===== config.mk =====
export PLATFORM = sky130hd
export DESIGN_NAME = uart_lcr_framer
export DESIGN_NICKNAME = d
export VERILOG_FILES = /design/src/rtl/uart_lcr_pkg.sv /design/src/rtl/uart_lcr_reg.sv /design/src/rtl/uart_tx_framer.sv /design/src/rtl/uart_par_check.sv /design/src/rtl/uart_lcr_framer.sv
export SDC_FILE = /design/constraint.sdc
export NUM_CORES = 1
export LEC_CHECK = 0
export ABC_AREA = 1
export BUFFER_PORTS_ARGS = -buffer_cell sky130_fd_sc_hd__buf_2
export CAP_MARGIN = 10
export CORE_MARGIN = 2
export CORE_UTILIZATION = 54
export CTS_BUF_LIST = sky130_fd_sc_hd__clkbuf_8
export DETAILED_ROUTE_END_ITERATION = 10
export PLACE_DENSITY_LB_ADDON = 0.2
export SETUP_SLACK_MARGIN = 0.15
export SYNTH_ARGS = -nofsm -noshare
export SYNTH_HDL_FRONTEND = slang
export SYNTH_SLANG_ARGS = --single-unit

===== constraint.sdc =====
create_clock -name clk_i -period 1.9 [get_ports clk_i]
set_clock_uncertainty 0.05 [all_clocks]
set_input_delay 0.095 -clock clk_i [delete_from_list [all_inputs] [get_ports clk_i]]
set_output_delay 0.095 -clock clk_i [all_outputs]
set_load 0.01 [all_outputs]

===== src/rtl/uart_lcr_pkg.sv =====
package uart_lcr_pkg;
  localparam int DATA_W = 8;
  localparam int CNT_W  = $clog2(DATA_W);
  localparam int MIN_BITS = 5;

  typedef struct packed {
    logic       dlab;
    logic       brk;
    logic       stick;
    logic       even;
    logic       pen;
    logic       stop2;
    logic [1:0] wlen;
  } lcr_t;

  typedef enum logic [2:0] {
    ST_IDLE, ST_ARM, ST_START, ST_DATA, ST_PAR, ST_STOP
  } tx_st_e;

  function automatic logic calc_par(logic [DATA_W-1:0] d, logic [1:0] wlen,
                                    logic even, logic stick);
    logic x;
    x = 1'b0;
    for (int i = 0; i < DATA_W; i++)
      if (i < MIN_BITS + int'(wlen)) x ^= d[i];
    if (stick) return ~even;
    return even ? x : ~x;
  endfunction
endpackage


===== src/rtl/uart_lcr_reg.sv =====
module uart_lcr_reg
  import uart_lcr_pkg::*;
#(
  parameter int ADDR_W      = 3,
  parameter int LCR_OFFS    = 3,
  parameter int LO_OFFS     = 0,
  parameter int HI_OFFS     = 1
) (
  input  logic              clk_i,
  input  logic              rst_ni,
  input  logic              req_i,
  input  logic              wr_i,
  input  logic [ADDR_W-1:0] addr_i,
  input  logic [7:0]        wdata_i,
  output logic [7:0]        rdata_o,
  output logic [3:0]        sel_o,
  output lcr_t              lcr_o
);
  localparam logic [ADDR_W-1:0] A_LCR = ADDR_W'(LCR_OFFS);
  localparam logic [ADDR_W-1:0] A_LO  = ADDR_W'(LO_OFFS);
  localparam logic [ADDR_W-1:0] A_HI  = ADDR_W'(HI_OFFS);

  lcr_t lcr_q;
  logic wr_lcr;

  assign wr_lcr = req_i && wr_i && (addr_i == A_LCR);

  always_ff @(posedge clk_i or negedge rst_ni) begin
    if (!rst_ni)     lcr_q <= '0;
    else if (wr_lcr) lcr_q <= lcr_t'(wdata_i);
  end

  assign rdata_o = (addr_i == A_LCR) ? 8'(lcr_q) : 8'h00;

  always_comb begin
    sel_o = 4'b0000;
    if (req_i) begin
      if (addr_i == A_LO) sel_o = lcr_q.dlab ? 4'b0100 : 4'b0001;
      if (addr_i == A_HI) sel_o = lcr_q.dlab ? 4'b1000 : 4'b0010;
    end
  end

  assign lcr_o = lcr_q;

  a_r1_write_lands: assert property (@(posedge clk_i) disable iff (!rst_ni)
    wr_lcr |=> (8'(lcr_q) == $past(wdata_i)));
  a_r2_sel_onehot: assert property (@(posedge clk_i) disable iff (!rst_ni)
    $onehot0(sel_o));
endmodule


===== src/rtl/uart_tx_framer.sv =====
module uart_tx_framer
  import uart_lcr_pkg::*;
(
  input  logic              clk_i,
  input  logic              rst_ni,
  input  logic              tick_i,
  input  logic              valid_i,
  input  logic [DATA_W-1:0] data_i,
  input  logic [1:0]        wlen_i,
  input  logic              stop2_i,
  input  logic              pen_i,
  input  logic              even_i,
  input  logic              stick_i,
  output logic              ready_o,
  output logic              line_o
);
  tx_st_e            state_q;
  logic [DATA_W-1:0] sh_q;
  logic [CNT_W-1:0]  cnt_q;
  logic [1:0]        wlen_q;
  logic              stop2_q, pen_q, par_q;
  logic [CNT_W-1:0]  last_idx;

  assign last_idx = CNT_W'(MIN_BITS - 1) + CNT_W'(wlen_q);
  assign ready_o  = (state_q == ST_IDLE);

  always_ff @(posedge clk_i or negedge rst_ni) begin
    if (!rst_ni) begin
      state_q <= ST_IDLE;
      sh_q    <= '0;
      cnt_q   <= '0;
      wlen_q  <= '0;
      stop2_q <= 1'b0;
      pen_q   <= 1'b0;
      par_q   <= 1'b0;
    end else begin
      unique case (state_q)
        ST_IDLE: if (valid_i) begin
          // format frozen here for the whole frame
          sh_q    <= data_i;
          wlen_q  <= wlen_i;
          stop2_q <= stop2_i;
          pen_q   <= pen_i;
          par_q   <= calc_par(data_i, wlen_i, even_i, stick_i);
          state_q <= ST_ARM;
        end
        ST_ARM:   if (tick_i) state_q <= ST_START;
        ST_START: if (tick_i) begin
          cnt_q   <= '0;
          state_q <= ST_DATA;
        end
        ST_DATA: if (tick_i) begin
          sh_q <= sh_q >> 1;
          if (cnt_q == last_idx) begin
            cnt_q   <= '0;
            state_q <= pen_q ? ST_PAR : ST_STOP;
          end else begin
            cnt_q <= cnt_q + 1'b1;
          end
        end
        ST_PAR: if (tick_i) begin
          cnt_q   <= '0;
          state_q <= ST_STOP;
        end
        ST_STOP: if (tick_i) begin
          if (stop2_q && cnt_q == '0) cnt_q <= CNT_W'(1);
          else                        state_q <= ST_IDLE;
        end
        default: state_q <= ST_IDLE;
      endcase
    end
  end

  always_comb begin
    unique case (state_q)
      ST_START: line_o = 1'b0;
      ST_DATA:  line_o = sh_q[0];
      ST_PAR:   line_o = par_q;
      default:  line_o = 1'b1;
    endcase
  end

  a_r3_hold_without_tick: assert property (@(posedge clk_i) disable iff (!rst_ni)
    (state_q != ST_IDLE && !tick_i) |=> $stable(state_q));
  a_r8_cfg_frozen: assert property (@(posedge clk_i) disable iff (!rst_ni)
    (state_q != ST_IDLE && $past(state_q) != ST_IDLE)
      |-> $stable({wlen_q, stop2_q, pen_q, par_q}));
  a_r10_ready_only_idle: assert property (@(posedge clk_i) disable iff (!rst_ni)
    (ready_o && valid_i) |=> !ready_o);
endmodule


===== src/rtl/uart_par_check.sv =====
module uart_par_check
  import uart_lcr_pkg::*;
(
  input  logic              clk_i,
  input  logic              rst_ni,
  input  logic              chk_i,
  input  logic [DATA_W-1:0] data_i,
  input  logic              par_i,
  input  logic [1:0]        wlen_i,
  input  logic              pen_i,
  input  logic              even_i,
  input  logic              stick_i,
  output logic              err_o
);
  logic exp_par;
  assign exp_par = calc_par(data_i, wlen_i, even_i, stick_i);

  always_ff @(posedge clk_i or negedge rst_ni) begin
    if (!rst_ni) err_o <= 1'b0;
    else         err_o <= chk_i && pen_i && (par_i != exp_par);
  end

  a_r9_err_needs_strobe: assert property (@(posedge clk_i) disable iff (!rst_ni)
    err_o |-> ($past(chk_i) && $past(pen_i)));
endmodule


===== src/rtl/uart_lcr_framer.sv =====
module uart_lcr_framer
  import uart_lcr_pkg::*;
#(
  parameter int ADDR_W   = 3,
  parameter int LCR_OFFS = 3
) (
  input  logic              clk_i,
  input  logic              rst_ni,
  input  logic              reg_req_i,
  input  logic              reg_wr_i,
  input  logic [ADDR_W-1:0] reg_addr_i,
  input  logic [7:0]        reg_wdata_i,
  output logic [7:0]        reg_rdata_o,
  output logic [3:0]        sel_o,
  input  logic              baud_tick_i,
  input  logic              tx_valid_i,
  input  logic [DATA_W-1:0] tx_data_i,
  output logic              tx_ready_o,
  output logic              txd_o,
  input  logic              rx_chk_i,
  input  logic [DATA_W-1:0] rx_data_i,
  input  logic              rx_par_i,
  output logic              par_err_o
);
  lcr_t lcr;
  logic line;

  uart_lcr_reg #(.ADDR_W(ADDR_W), .LCR_OFFS(LCR_OFFS)) u_reg (
    .clk_i, .rst_ni,
    .req_i(reg_req_i), .wr_i(reg_wr_i), .addr_i(reg_addr_i),
    .wdata_i(reg_wdata_i), .rdata_o(reg_rdata_o), .sel_o(sel_o), .lcr_o(lcr)
  );

  uart_tx_framer u_tx (
    .clk_i, .rst_ni,
    .tick_i(baud_tick_i), .valid_i(tx_valid_i), .data_i(tx_data_i),
    .wlen_i(lcr.wlen), .stop2_i(lcr.stop2), .pen_i(lcr.pen),
    .even_i(lcr.even), .stick_i(lcr.stick),
    .ready_o(tx_ready_o), .line_o(line)
  );

  uart_par_check u_chk (
    .clk_i, .rst_ni,
    .chk_i(rx_chk_i), .data_i(rx_data_i), .par_i(rx_par_i),
    .wlen_i(lcr.wlen), .pen_i(lcr.pen), .even_i(lcr.even),
    .stick_i(lcr.stick), .err_o(par_err_o)
  );

  // break masks the pin only; the framer keeps stepping
  assign txd_o = line & ~lcr.brk;
endmodule


==> results.md <==
- Status: complete, no violations
- CP most frequent cell: nand2_1
- Yosys top cell area share: around two fifths
- Clock buffer depth: 2
- Global-route wire length before repair: around 6.5 mm
- CTS root buffer: clkbuf_8
- Clock Pin Slew Worst Setup and Hold Paths: 100 ps
- GP Congestion: 0.880
- Routed wire length: 3.67 mm
- Syn Area/Cell: 6.91 µm²
- Via/cell ratio: 4.92
- Synth-to-layout area growth: 22.7%
- TritonCTS Buffers: 3
- Vias: 1751
- Largest net degree at the start of global routing: 29
- Tightest Pin Transition: 609 ps
- Slowest CP cell: dfrtp_1
- I/O Buffers: 49
- Arrival @ worst endpoint: 1460 ps
- Total track usage: 22.4%
- Initial antenna violation count: 0
- Synth top area cells: dfrtp_1, nand2_1, inv_1, nor2_1, nand3_1
- Netlist cell types: 30
- Yosys reg bits: 28
- Crit path required time: 1750 ps
- Initial core utilization: a little under three fifths
- Number of global-route vias before repair: 1601
- Sequential area share after synthesis: 39.5%
- Top delay family on crit path: flip-flops
- Slew Viols, Final: 0
- Crit end category: output pin
- CP Class: register to output pin
- Fin crit period: 1610 ps
- DP Wirelength: around 2.8 mm
- RSZ-0062 raised after global routing: false
- Worst slew margin: 59.4%
- Setup tns final: 0 ps
- Diodes inserted: 0
- Die area: 3760 µm²
- Yosys warning total: 0
- Clock Latency Late Sink: 280 ps
- Nets: 350
- Clock sink total: 28
- Crit share post-route: 84.7%
- Startpoint Class: register
- Max VDD drop: 0.429 mV
- Placeable Area: 3100 µm²
- Post-Place Cells: 346
- Avg WL per Cell: 10.3 µm
- Congestion Overflow GR: 0
- DR iter-0 viols: 78
- Multi-input logic area: 862 µm²
- HP Class: input pin to register
- Io pins: 50
- Power per cell area: 1200 nW/µm²
- WHS Endpoint: u_reg.lcr_o[2]
- Crit path max fanout: 5
- Die height: a little over 60 µm
- Worst path max stage delay: 450 ps
- Die X: 61.3 µm
- R2R setup slack: 320 ps
- Critical Path, Cell by Cell: inv_2, nand2_1, nor2_1, nand2_1, a31oi_1, buf_2
- Pre-antenna DRT Iters: 4
- Buf+Inv Stages, Crit Path: 2
- Num rows: 20
- # Max-Cap Violations: 0
- Hold wc startpoint: reg_wdata_i[2]
- Origin of the critical flop-to-flop path: u_tx.state_q[1]
- Post-route insts no fill: 356
- Cells after synthesis: 257
- CTS tree: done
- Htree depth: 1
- Cell accounting for the most synthesized area: dfrtp_1
- Hold Crit Depth: 3
- Crit path from: u_tx.state_q[1]
- Synthesized Nets: 294
- Share of cells above drive strength 1: 23.1%
- Antenna viol nets, final: 0
- # DRC: 0
- Reg-to-reg endpoint: u_tx.state_q[1]
- F_max: 621 MHz
- FF-to-FF path depth: 8
- Setup-failing EPs final: 0
- Final hold viol count: 0
- Pleak: 1.25 nW
- Filler cells: ~270
- FF/Latch Area: 702 µm²
- Mapped Area: 1780 µm²
==> power by group <==
group	internal (mW)	switching [mW]	total, mW
logic	0.454	0.711	1.16
registers	0.833	0.155	0.987
clock network	0.282	0.188	0.470
==> kinds of logic after synthesis <==
kind of cell               synth area share (%)
xor gates and xnor gates                   2.47
adders and majority gates                  1.41
DFF                                        39.5
buffers and inverters                      12.3
and+or+nand+nor                            30.0
AOI/OAI and AO/OA                          14.4
==> flip-flops by register name, indices dropped and copies added (netlist names) <==
register and count:
u_tx.cnt_q 3, u_tx.state_q 3, u_tx.sh_q 8, u_tx.stop2_q 1, u_tx.wlen_q 2, u_chk.err_o 1, u_reg.lcr_o 8, u_tx.pen_q 1
u_tx.par_q 1
==> Yosys cell counts, drive strengths merged <==
master / count
nand2: 68
inv: 48
nor2: 32
dfrtp: 28
o21ai: 18
nand3: 15
a21oi: 14
nor3: 6
o211ai: 5
xnor2: 5
a31oi: 3
buf: 3
clkbuf: 2
ha: 2
nand4: 2
a311oi: 1
and2: 1
nor4: 1
o22ai: 1
o31ai: 1
or2: 1
==> through the flow <==
stage	utilization [%]	power, mW	setup WS, ps	instance area, µm²	hold WS [ps]
floorplan	-	1.88	450	1780	-251
global placement	65.9	2.08	314	2050	98.1
detailed placement	65.9	2.11	283	2050	101
CTS	70.0	2.63	257	2170	0.507
global route	70.2	2.89	139	2180	3.03
finish	70.2	2.62	291	2180	10.1
==> final cells by class <==
class | count | share of cell area, %
Multi-Input combinational cell | 176 | 39.6
Sequential cell | 28 | 32.2
Timing Repair Buffer | 56 | 14.1
Inverter | 48 | 8.27
Tap cell | 44 | 2.53
Clock buffer | 3 | 1.90
Clock inverter | 1 | 1.38
==> tightest hold or removal path, cell delays in order <==
cell and delay [ps]:
buf_2 70, nor2_1 30, a21oi_1 100
==> metal layers <==
metal,vias up,track usage (%),part of all wire (%)
met2,59,39.4,46
met3,4,4.20,6.6
met1,770,28.7,46
met5,-,0,0
met4,0,5.47,0.85
li1,918,-,-
==> layout by cell type (no fill, tap or decap), types with 3 or more instances in the layout <==
| master | instances |
|---|---|
| inv_2 | 5 |
| o21ai_0 | 12 |
| dlygate4sd3_1 | 4 |
| nand3_1 | 15 |
| o211ai_1 | 4 |
| buf_4 | 3 |
| nor2_1 | 31 |
| clkbuf_8 | 3 |
| o21ai_1 | 5 |
| a21oi_1 | 12 |
| nor3_1 | 5 |
| buf_2 | 49 |
| dfrtp_1 | 27 |
| a31oi_1 | 3 |
| xnor2_1 | 5 |
| nand2_1 | 65 |
| inv_1 | 43 |
==> what timing repair did <==
item,4_1_cts,5_1_grt
pin swaps,1,0
gates resized for setup,0,2
setup buffers,2,0
hold endpoints to repair,31,0
hold buffers,4,0
endpoints found under the setup margin,1,8
==> how the worst max path moves through the flow <==
| stage | to | slack, ps | depth (start not counted) |
|---|---|---|---|
| after floorplan | txd_o | 450 | 5 |
| after global placement | u_tx.state_q[1] | 310 | 9 |
| after detailed placement | u_tx.state_q[1] | 280 | 9 |
| after CTS | u_tx.state_q[1] | 260 | 9 |
| after global routing | txd_o | 140 | 7 |
| final | txd_o | 290 | 6 |
(Power assumes the default switching activity.)
